<file path="config.mk">
export PLATFORM = sky130hd
export DESIGN_NAME = dbg_scan_port
export DESIGN_NICKNAME = d
export VERILOG_FILES = /design/src/rtl/dbg_scan_pkg.sv /design/src/rtl/dbg_scan_fsm.sv /design/src/rtl/dbg_scan_shifter.sv /design/src/rtl/dbg_scan_regfile.sv /design/src/rtl/dbg_scan_port.sv
export SDC_FILE = /design/constraint.sdc
export NUM_CORES = 1
export LEC_CHECK = 0
export ABC_AREA = 1
export BUFFER_PORTS_ARGS = -buffer_cell sky130_fd_sc_hd__buf_2
export CAP_MARGIN = 20
export CORE_MARGIN = 2
export CORE_UTILIZATION = 30
export DETAILED_ROUTE_END_ITERATION = 16
export GPL_TIMING_DRIVEN = 0
export PLACE_DENSITY = 0.42
export SLEW_MARGIN = 40
export SYNTH_ARGS = -nofsm -noshare
export SYNTH_HDL_FRONTEND = slang
export SYNTH_SLANG_ARGS = --single-unit
</file>
<file path="constraint.sdc">
create_clock -name tck -period 2.22 [get_ports tck]
set_clock_uncertainty 0.2 [all_clocks]
set_input_delay 0.111 -clock tck [delete_from_list [all_inputs] [get_ports tck]]
set_output_delay 0.111 -clock tck [all_outputs]
set_load 0.005 [all_outputs]
</file>
<file path="src/rtl/dbg_scan_pkg.sv">
package dbg_scan_pkg;
    localparam int DATA_W   = 32;
    localparam int ADDR_W   = 5;
    localparam int FRAME_W  = DATA_W + ADDR_W + 1;
    localparam int NREGS    = 1 << ADDR_W;
    localparam int DIR_BIT  = FRAME_W - 1;
    localparam int STAT_W   = 5;

    localparam int A_DBGCTL = 0;
    localparam int A_STATUS = 1;
    localparam int A_VCATCH = 2;
    localparam int A_CCTRL  = 4;
    localparam int A_CDATA  = 5;
    localparam int MON_BIT  = 4;

    typedef enum logic [1:0] {
        PH_IDLE     = 2'd0,
        PH_CAPTURED = 2'd1,
        PH_SHIFTING = 2'd2
    } scan_phase_e;

    // Implemented bits of each address; zero means no storage.
    function automatic logic [DATA_W-1:0] field_mask(input int a, input bit vcatch);
        logic [DATA_W-1:0] m;
        m = '0;
        case (a)
            A_DBGCTL:             m = 32'h0000_003F;
            A_STATUS:             m = 32'h0000_001F;
            A_VCATCH:             m = vcatch ? 32'h0000_00FF : 32'h0;
            A_CCTRL:              m = 32'h0000_003F;
            A_CDATA:              m = 32'hFFFF_FFFF;
            8, 9, 10, 11:         m = 32'hFFFF_FFFF;
            16, 17, 18, 19:       m = 32'hFFFF_FFFF;
            12, 20:               m = 32'h0000_01FF;
            13, 21:               m = 32'h0000_00FF;
            default:              m = '0;
        endcase
        return m;
    endfunction
endpackage

</file>
<file path="src/rtl/dbg_scan_fsm.sv">
module dbg_scan_fsm
    import dbg_scan_pkg::*;
(
    input  logic tck,
    input  logic trst_n,
    input  logic capture_en,
    input  logic shift_en,
    input  logic update_en,
    output logic commit
);
    scan_phase_e phase_q, phase_d;

    always_ff @(posedge tck or negedge trst_n) begin
        if (!trst_n) phase_q <= PH_IDLE;
        else         phase_q <= phase_d;
    end

    always_comb begin
        phase_d = phase_q;
        unique case (phase_q)
            PH_IDLE: begin
                if (capture_en) phase_d = PH_CAPTURED;
            end
            PH_CAPTURED, PH_SHIFTING: begin
                if (capture_en)     phase_d = PH_CAPTURED;
                else if (shift_en)  phase_d = PH_SHIFTING;
                else if (update_en) phase_d = PH_IDLE;
            end
            default: phase_d = PH_IDLE;
        endcase
    end

    always_comb begin
        commit = 1'b0;
        unique case (phase_q)
            PH_IDLE:                  commit = 1'b0;
            PH_CAPTURED, PH_SHIFTING: commit = update_en && !capture_en && !shift_en;
            default:                  commit = 1'b0;
        endcase
    end
endmodule

</file>
<file path="src/rtl/dbg_scan_shifter.sv">
module dbg_scan_shifter
    import dbg_scan_pkg::*;
(
    input  logic               tck,
    input  logic               trst_n,
    input  logic               capture_en,
    input  logic               shift_en,
    input  logic               tdi,
    input  logic [DATA_W-1:0]  cap_data,
    output logic [FRAME_W-1:0] frame,
    output logic               tdo
);
    always_ff @(posedge tck or negedge trst_n) begin
        if (!trst_n) begin
            frame <= '0;
        end else if (capture_en) begin
            frame <= {{(FRAME_W-DATA_W){1'b0}}, cap_data};
        end else if (shift_en) begin
            frame <= {tdi, frame[FRAME_W-1:1]};
        end
    end

    assign tdo = frame[0];
endmodule

</file>
<file path="src/rtl/dbg_scan_regfile.sv">
module dbg_scan_regfile
    import dbg_scan_pkg::*;
#(
    parameter bit HAS_VCATCH = 1'b1
) (
    input  logic              tck,
    input  logic              trst_n,
    input  logic              commit,
    input  logic              dir_wr,
    input  logic [ADDR_W-1:0] addr,
    input  logic [DATA_W-1:0] wdata,
    input  logic [STAT_W-1:0] core_status,
    output logic [ADDR_W-1:0] rd_addr,
    output logic [DATA_W-1:0] rdata,
    output logic              monitor_mode
);
    logic [DATA_W-1:0] q [NREGS];

    for (genvar i = 0; i < NREGS; i++) begin : g_reg
        localparam logic [DATA_W-1:0] MASK = field_mask(i, HAS_VCATCH);
        if (i == A_STATUS) begin : g_stat
            assign q[i] = {{(DATA_W-STAT_W){1'b0}}, core_status} & MASK;
        end else if (MASK == '0) begin : g_none
            assign q[i] = '0;
        end else begin : g_store
            logic [DATA_W-1:0] val;
            always_ff @(posedge tck or negedge trst_n) begin
                if (!trst_n)
                    val <= '0;
                else if (commit && dir_wr && addr == ADDR_W'(i))
                    val <= wdata & MASK;
            end
            assign q[i] = val;
        end
    end

    always_ff @(posedge tck or negedge trst_n) begin
        if (!trst_n)                rd_addr <= ADDR_W'(A_CCTRL);
        else if (commit && !dir_wr) rd_addr <= addr;
    end

    assign rdata        = q[rd_addr];
    assign monitor_mode = q[A_DBGCTL][MON_BIT];
endmodule

</file>
<file path="src/rtl/dbg_scan_port.sv">
module dbg_scan_port
    import dbg_scan_pkg::*;
#(
    parameter bit HAS_VCATCH = 1'b1
) (
    input  logic              tck,
    input  logic              trst_n,
    input  logic              tdi,
    input  logic              capture_en,
    input  logic              shift_en,
    input  logic              update_en,
    input  logic [STAT_W-1:0] core_status,
    output logic              tdo,
    output logic              monitor_mode
);
    logic [FRAME_W-1:0] frame;
    logic [DATA_W-1:0]  rdata;
    logic [ADDR_W-1:0]  rd_addr;
    logic               commit;

    dbg_scan_fsm u_fsm (
        .tck        (tck),
        .trst_n     (trst_n),
        .capture_en (capture_en),
        .shift_en   (shift_en),
        .update_en  (update_en),
        .commit     (commit)
    );

    dbg_scan_shifter u_shift (
        .tck        (tck),
        .trst_n     (trst_n),
        .capture_en (capture_en),
        .shift_en   (shift_en),
        .tdi        (tdi),
        .cap_data   (rdata),
        .frame      (frame),
        .tdo        (tdo)
    );

    dbg_scan_regfile #(.HAS_VCATCH(HAS_VCATCH)) u_regs (
        .tck          (tck),
        .trst_n       (trst_n),
        .commit       (commit),
        .dir_wr       (frame[DIR_BIT]),
        .addr         (frame[DATA_W +: ADDR_W]),
        .wdata        (frame[DATA_W-1:0]),
        .core_status  (core_status),
        .rd_addr      (rd_addr),
        .rdata        (rdata),
        .monitor_mode (monitor_mode)
    );
endmodule

</file>
=== After elaboration in Yosys (flattened, before gate mapping) ===
Cells that the tools add are included.

* Bits in registers: 387
* Input bits: 11
* Output and inout bits: 2
* Word-level logic and storage cells: 79

* Order comparisons: 1
* Equal/unequal tests: 19
* Muxes and demuxes: 11
* Bitwise operators: 1
* Reductions and logical operators: 28

{| class="wikitable"
|+ Operator list
! kind !! number
|-
| binary-select mux 32 bit (select 5 bit) || 1
|-
| two-way mux 38 bit || 2
|-
| two-way mux 32 bit || 2
|-
| == test 5 x 4 -> 1 bit, second input constant || 6
|-
| == test 5 bit, second input constant || 6
|-
| logical AND 1 bit || 20
|-
| == test 5 x 3 -> 1 bit, second input constant || 2
|-
| two-way mux 2 bit || 4
|-
| >= comparator 6 bit, second input constant || 1
|-
| inverter 5 -> 6 bit || 1
|-
| == test 5 x 2 -> 1 bit, second input constant || 1
|-
| logical NOT 5 bit || 1
|-
| inequality test 4 bit, second input constant || 1
|-
| case mux 2 bit (2 select lines) || 1
|-
| logical NOT 1 bit || 3
|-
| == test 2 x 1 -> 1 bit, second input constant || 1
|-
| == test 2 bit, second input constant || 1
|-
| logical NOT 2 bit || 1
|-
| inequality test 2 bit, second input constant || 1
|-
| AND reduction 2 bit || 1
|-
| nonzero test 2 bit || 1
|-
| OR reduction 2 bit || 1
|-
| two-way mux 1 bit || 1
|}

=== Longest topological paths before layout ===
* Depth in word-level cells: 6
* Gate-level depth with buffers: 12
* Depth with buffers taken out: 10

=== Modules after synthesis ===
From an unflattened synthesis, not the netlist that was laid out.

* Cells, all modules: 2205
* Area total of the unflattened synthesis: 18114.9 um2

{| class="wikitable"
|+ By module, submodules not included
! module !! instances !! cells an instance !! area each (um2) !! sequential area each (um2)
|-
| dbg_scan_regfile || 1 || 1976 || 16203.0 || 8684.6
|-
| dbg_scan_shifter || 1 || 202 || 1736.7 || 950.9
|-
| dbg_scan_fsm || 1 || 27 || 175.2 || 50.0
|}

=== Least setup slack after synthesis ===
OpenSTA, ideal clock, no wires.

* Path kind: register to register
* Start point: register u_fsm.phase_q[0]
* End point: register u_regs.g_reg[17].g_store.val[23]
* Library setup time: 0.129 ns
* Arrival: 1.675 ns
* Required time: 1.891 ns
* Path slack: 0.215 ns
* Cell stages (with the launch flop): 10
* Path buffers: 2
* Clock period less this slack: 2.005 ns
* Cell sequence: dfrtp_1 inv_1 ha_1 nand3_2 nor2_4 buf_8 nand4_4 buf_6 nand2_1 o21ai_2

* Cells in the longest elaborated chain, start to end: 5
* Elaborated cells on any way between the ends: 6
* Classes of those cells: 2 x eq/ne; 1 x mux; 3 x reduce/logical

{| class="wikitable"
|+ Ends and longest elaborated chain
! element !! line !! source
|-
| start, declared || dbg_scan_fsm.sv:11 || <nowiki>scan_phase_e phase_q, phase_d;</nowiki>
|-
| start signal, assigned || dbg_scan_fsm.sv:15 || <nowiki>else phase_q <= phase_d;</nowiki>
|-
| == test 2 x 1 -> 1 bit or == test 2 bit (tied branches) || dbg_scan_fsm.sv:35 || <nowiki>unique case (phase_q)</nowiki>
|-
| OR reduction 2 bit (*) || dbg_scan_fsm.sv:35 ||
|-
| two-way mux 1 bit (*) || dbg_scan_fsm.sv:35 ||
|-
| logical AND 1 bit (*) (2 in series) || dbg_scan_regfile.sv:30 || <nowiki>else if (commit && dir_wr && addr == ADDR_W'(i))</nowiki>
|-
| end signal, assigned || dbg_scan_regfile.sv:31 || <nowiki>val <= wdata & MASK;</nowiki>
|-
| end, declared || dbg_scan_regfile.sv:26 || <nowiki>logic [DATA_W-1:0] val;</nowiki>
|}

Mark *: on every way between the ends. The rest lies on a longest branch, timed or not.
A chain may end at the register's enable or synchronous reset.

=== Worst setup path after layout ===
* Start point: register u_regs.rd_addr[0]
* End point: register u_shift.frame[1]

* Cells in the longest elaborated chain, start to end: 5

{| class="wikitable"
|+ Ends and longest elaborated chain
! element !! line !! source
|-
| start, declared || dbg_scan_regfile.sv:13 || <nowiki>output logic [ADDR_W-1:0] rd_addr,</nowiki>
|-
| start signal, assigned || dbg_scan_regfile.sv:38 || <nowiki>if (!trst_n) rd_addr <= ADDR_W'(A_CCTRL);</nowiki>
|-
| start signal, assigned || dbg_scan_regfile.sv:39 || <nowiki>else if (commit && !dir_wr) rd_addr <= addr;</nowiki>
|-
| inverter 5 -> 6 bit (implied by the code) || dbg_scan_regfile.sv:42 || <nowiki>assign rdata = q[rd_addr];</nowiki>
|-
| binary-select mux 32 bit (select 5 bit) || dbg_scan_regfile.sv:42 ||
|-
| two-way mux 32 bit (implied by the code) (2 in series) || dbg_scan_regfile.sv:42 ||
|-
| two-way mux 38 bit || dbg_scan_shifter.sv:16 || <nowiki>end else if (capture_en) begin</nowiki>
|-
| end signal, assigned || dbg_scan_shifter.sv:17 || <nowiki>frame <= {{(FRAME_W-DATA_W){1'b0}}, cap_data};</nowiki>
|-
| end signal, assigned || dbg_scan_shifter.sv:19 || <nowiki>frame <= {tdi, frame[FRAME_W-1:1]};</nowiki>
|-
| end, declared || dbg_scan_shifter.sv:10 || <nowiki>output logic [FRAME_W-1:0] frame,</nowiki>
|}

No other way between the ends. The select of a mux whose other input is x is not followed.

==> reports/summary.txt <==
Initial antenna violation count: 1
Final worst-path cycle share: 1.010
Origin of the critical flop-to-flop path: u_regs.rd_addr[0]
H-tree depth: 2
Flop and latch count out of synthesis: 387
Layout cell share with drive strength beyond 1: 0.1420
Failing checks: hold timing, setup timing
Status: finished with violations
Final WL: 67150 um
Min cycle time layout: 2.242 ns
Pins Over Slew Limit: 0
Lkg Pwr: 9.629 nW
Crit Path Class: reg -> reg
Slew @ Worst Pin: 0.7701 ns
Mapped Nets: 2201
Final instance area: 21500 um^2
Fin nets: 2296
Yosys Warn Count: 0
Fmax: 0.4461 GHz
Post-synth EDFFs: 0
# hold bufs at CTS: 14
CTS clk-pin slew, worst paths: 0.06 ns
Endpoints failing setup: 1
Max Cap Viol: 0
DRT iter0 DRCs: 1166
CP max-delay cell: clkbuf_2
IO Pins: 13
Die Ht: 248.7 um
Pin count of the biggest net entering global routing: 67
Min setup slack post-route: -0.02167 ns
Hold Violations, Final: 62
Gr ovfl total: 0
CP max FO: 10
Tot GR Track Use: 0.2185
CTS Sinks: 387
Mapped Area: 17960 um^2
First-pass GRT wire length: 102100 um
Die X: 248.7 um
Pwr Density: 760.8 nW/um^2
Via Count: 15.56k
Worst-Skew Late Latency: 0.59 ns
CP cell instances: buf_4, buf_2, clkbuf_2, a21oi_1, o21ai_0, nand4_1, nand3_1, nand2_1
Initial Util: 0.3037
Synth Instances: 2188
Delay of the slowest critical-path stage: 0.38 ns
Vias per inst: 5.033
Crit path launch type: flip-flop
HP Class: in -> async
Cell Area, Placed: 19170 um^2
Port bufs: 12
Synth cell types: 33
Remaining antenna violation count: 0
Router iterations before antenna repair: 5
Vias in the first global route: 15.61k
Final Non-Filler Cells: 3091
CP endpoint kind: flip-flop
# DRC: 0
Worst hold margin: -0.1221 ns
Slew HR: 0.4866
Clock Tree Root: clkbuf_16
CP arrival: 2.52 ns
CP required: 2.50 ns
Mapped Avg Cell Area: 8.207 um^2
Post-DP HPWL: 45800 um
Placed cell count: 2979
Ys async rst share: 1.000
Drt wl/cell: 21.72 um
Area Overhead vs Synth: 19.76%
CP startpoint: u_regs.rd_addr[0]
RePlAce Congestion: 0.8649
Total chip power: 16.36 mW
CTS tree: yes
Longest Clk Path Bufs: 3
Placeable Area: 59130 um^2
RSZ-0062 raised after global routing: true
CTS Buf Count: 47
Seq/Total Area, Yosys: 0.5394
Rows: 89
Max IR drop VDD: 552.9 uV
DIE AREA: 61830 um^2
Top_reg_cell synth: dfrtp_1
-- cell families (layout without fill, tap and decap cells) --
logic type | count (synthesis) | after routing | share of synthesized area
adder cells (fa/ha/maj) | 2 | 2 | 0.001393
AO/OA/AOI/OAI | 536 | 536 | 0.1670
AND/OR/NAND/NOR | 994 | 995 | 0.2267
buffers and inverters | 269 | 397 | 0.06550
other | 0 | 1 | 0
flip-flops | 387 | 387 | 0.5394
-- worst paths after layout --
path	end	slack, ns	cells past startpoint
worst min-delay path	u_regs.g_reg[8].g_store.val[4]	-0.12	2
max in group asynchronous	u_regs.g_reg[11].g_store.val[17]	0.58	5
worst min register to register	u_regs.g_reg[17].g_store.val[20]	0.27	2
min in group tck	u_regs.g_reg[5].g_store.val[0]	0.04	8
worst max register to register	u_shift.frame[1]	-0.02	8
worst max-delay path	u_shift.frame[1]	-0.02	8
-- cell usage after synthesis, types with 2 or more instances --
library cell,count,area [um^2]
o21ai_1,106,530.5
nand2_4,4,45.04
o21ai_0,292,1461
nand4_1,10,62.56
nand3b_1,3,22.52
nor2_1,181,679.4
buf_1,9,33.78
nor2_4,4,45.04
inv_1,96,360.4
nand2_1,664,2492
nor3_1,7,35.03
clkinv_1,2,7.510
nand4_4,2,42.54
ha_1,2,25.02
o22ai_1,38,237.7
o21ai_2,64,560.5
or2_2,6,37.54
a21oi_1,25,125.1
inv_2,2,7.510
buf_2,46,230.2
nand4_2,3,37.54
o211ai_1,10,75.07
nand3_1,106,530.5
clkbuf_1,100,375.4
dfrtp_1,386,9659
buf_6,13,146.4
-- cells in the final DEF (no fill, tap or decap), types with 3 or more instances in the layout --
cell type      count
nor3_2             3
clkbuf_8          22
o21ai_1          105
nand4_4            4
buf_6             20
buf_16             7
buf_2             33
nand3_1          106
nor3_1             3
dfrtp_1          386
o211ai_1          10
o21ai_2           65
inv_2              4
nand2_8            3
clkbuf_1          59
a21oi_1           25
nor2_1           177
nor2_4             7
clkbuf_2          23
dlygate4sd3_1     14
buf_12             4
o22ai_1           38
nand3b_1           3
clkbuf_16         49
nand2_1          662
nand4_1           10
buf_1              3
buf_8              5
o21ai_0          292
buf_4             27
inv_1             93
clkbuf_4          19
or2_2              6
clkinv_2           8
-- flip-flops by register name, summed over array words and instances, names as in the netlist --
name and count:
u_regs.rd_addr 5, u_shift.frame 38, u_regs.g.g_store.val 342, u_fsm.phase_q 2
-- timing repair --
action                                  4_1_cts  5_1_grt
cloned                                        2        1
endpoints found under the setup margin      362      348
resized for setup                           135       55
setup buffers                                 8        4
endpoints found under the hold margin       264       62
pin swaps                                     3        3
-- critical path: cells and delay by family (launching register included) --
family	cells	cell delay, ns
compound gates	2	0.26
flops	1	0.33
simple gates	3	0.48
buf+inv	3	0.84
-- where the power goes --
part | internal, mW | switching, mW | total (mW)
combinational | 0.407 | 1.20 | 1.61
clock | 4.42 | 3.14 | 7.56
sequential | 7.14 | 0.0472 | 7.19
total | 12.0 | 4.40 | 16.4
-- layout make-up --
type                    instances  area, um^2
fillers                      6203       37630
flip-flops and latches        387        9686
multi-input cells            1533        7233
clock buffers                  72        1391
plain buffers                 168        1169
well taps                     773       967.2
repair buffers                 46       573.1
inverters                     100       384.1
clock inverters                11       98.84
diodes                          1       2.502
-- routing by layer --
layer,part of all wire,track usage
met1,0.46,0.3003
met4,0.036,0.08087
met5,0,0
met2,0.46,0.3530
met3,0.039,0.02774
-- metrics by stage --
| stage | setup TNS [ns] | utilization | setup WS, ns |
|---|---|---|---|
| after detailed placement | -67.14 | 0.3243 | -0.4361 |
| after floorplan | 0 | - | 0.2154 |
| after global routing | -0.09054 | 0.3636 | -0.02596 |
| final | -0.02167 | 0.3637 | -0.02167 |
| after CTS | -0.03197 | 0.3611 | -0.01125 |
| after global placement | -2922.16 | 0.3210 | -7.474 |
(Power assumes the default switching activity.)
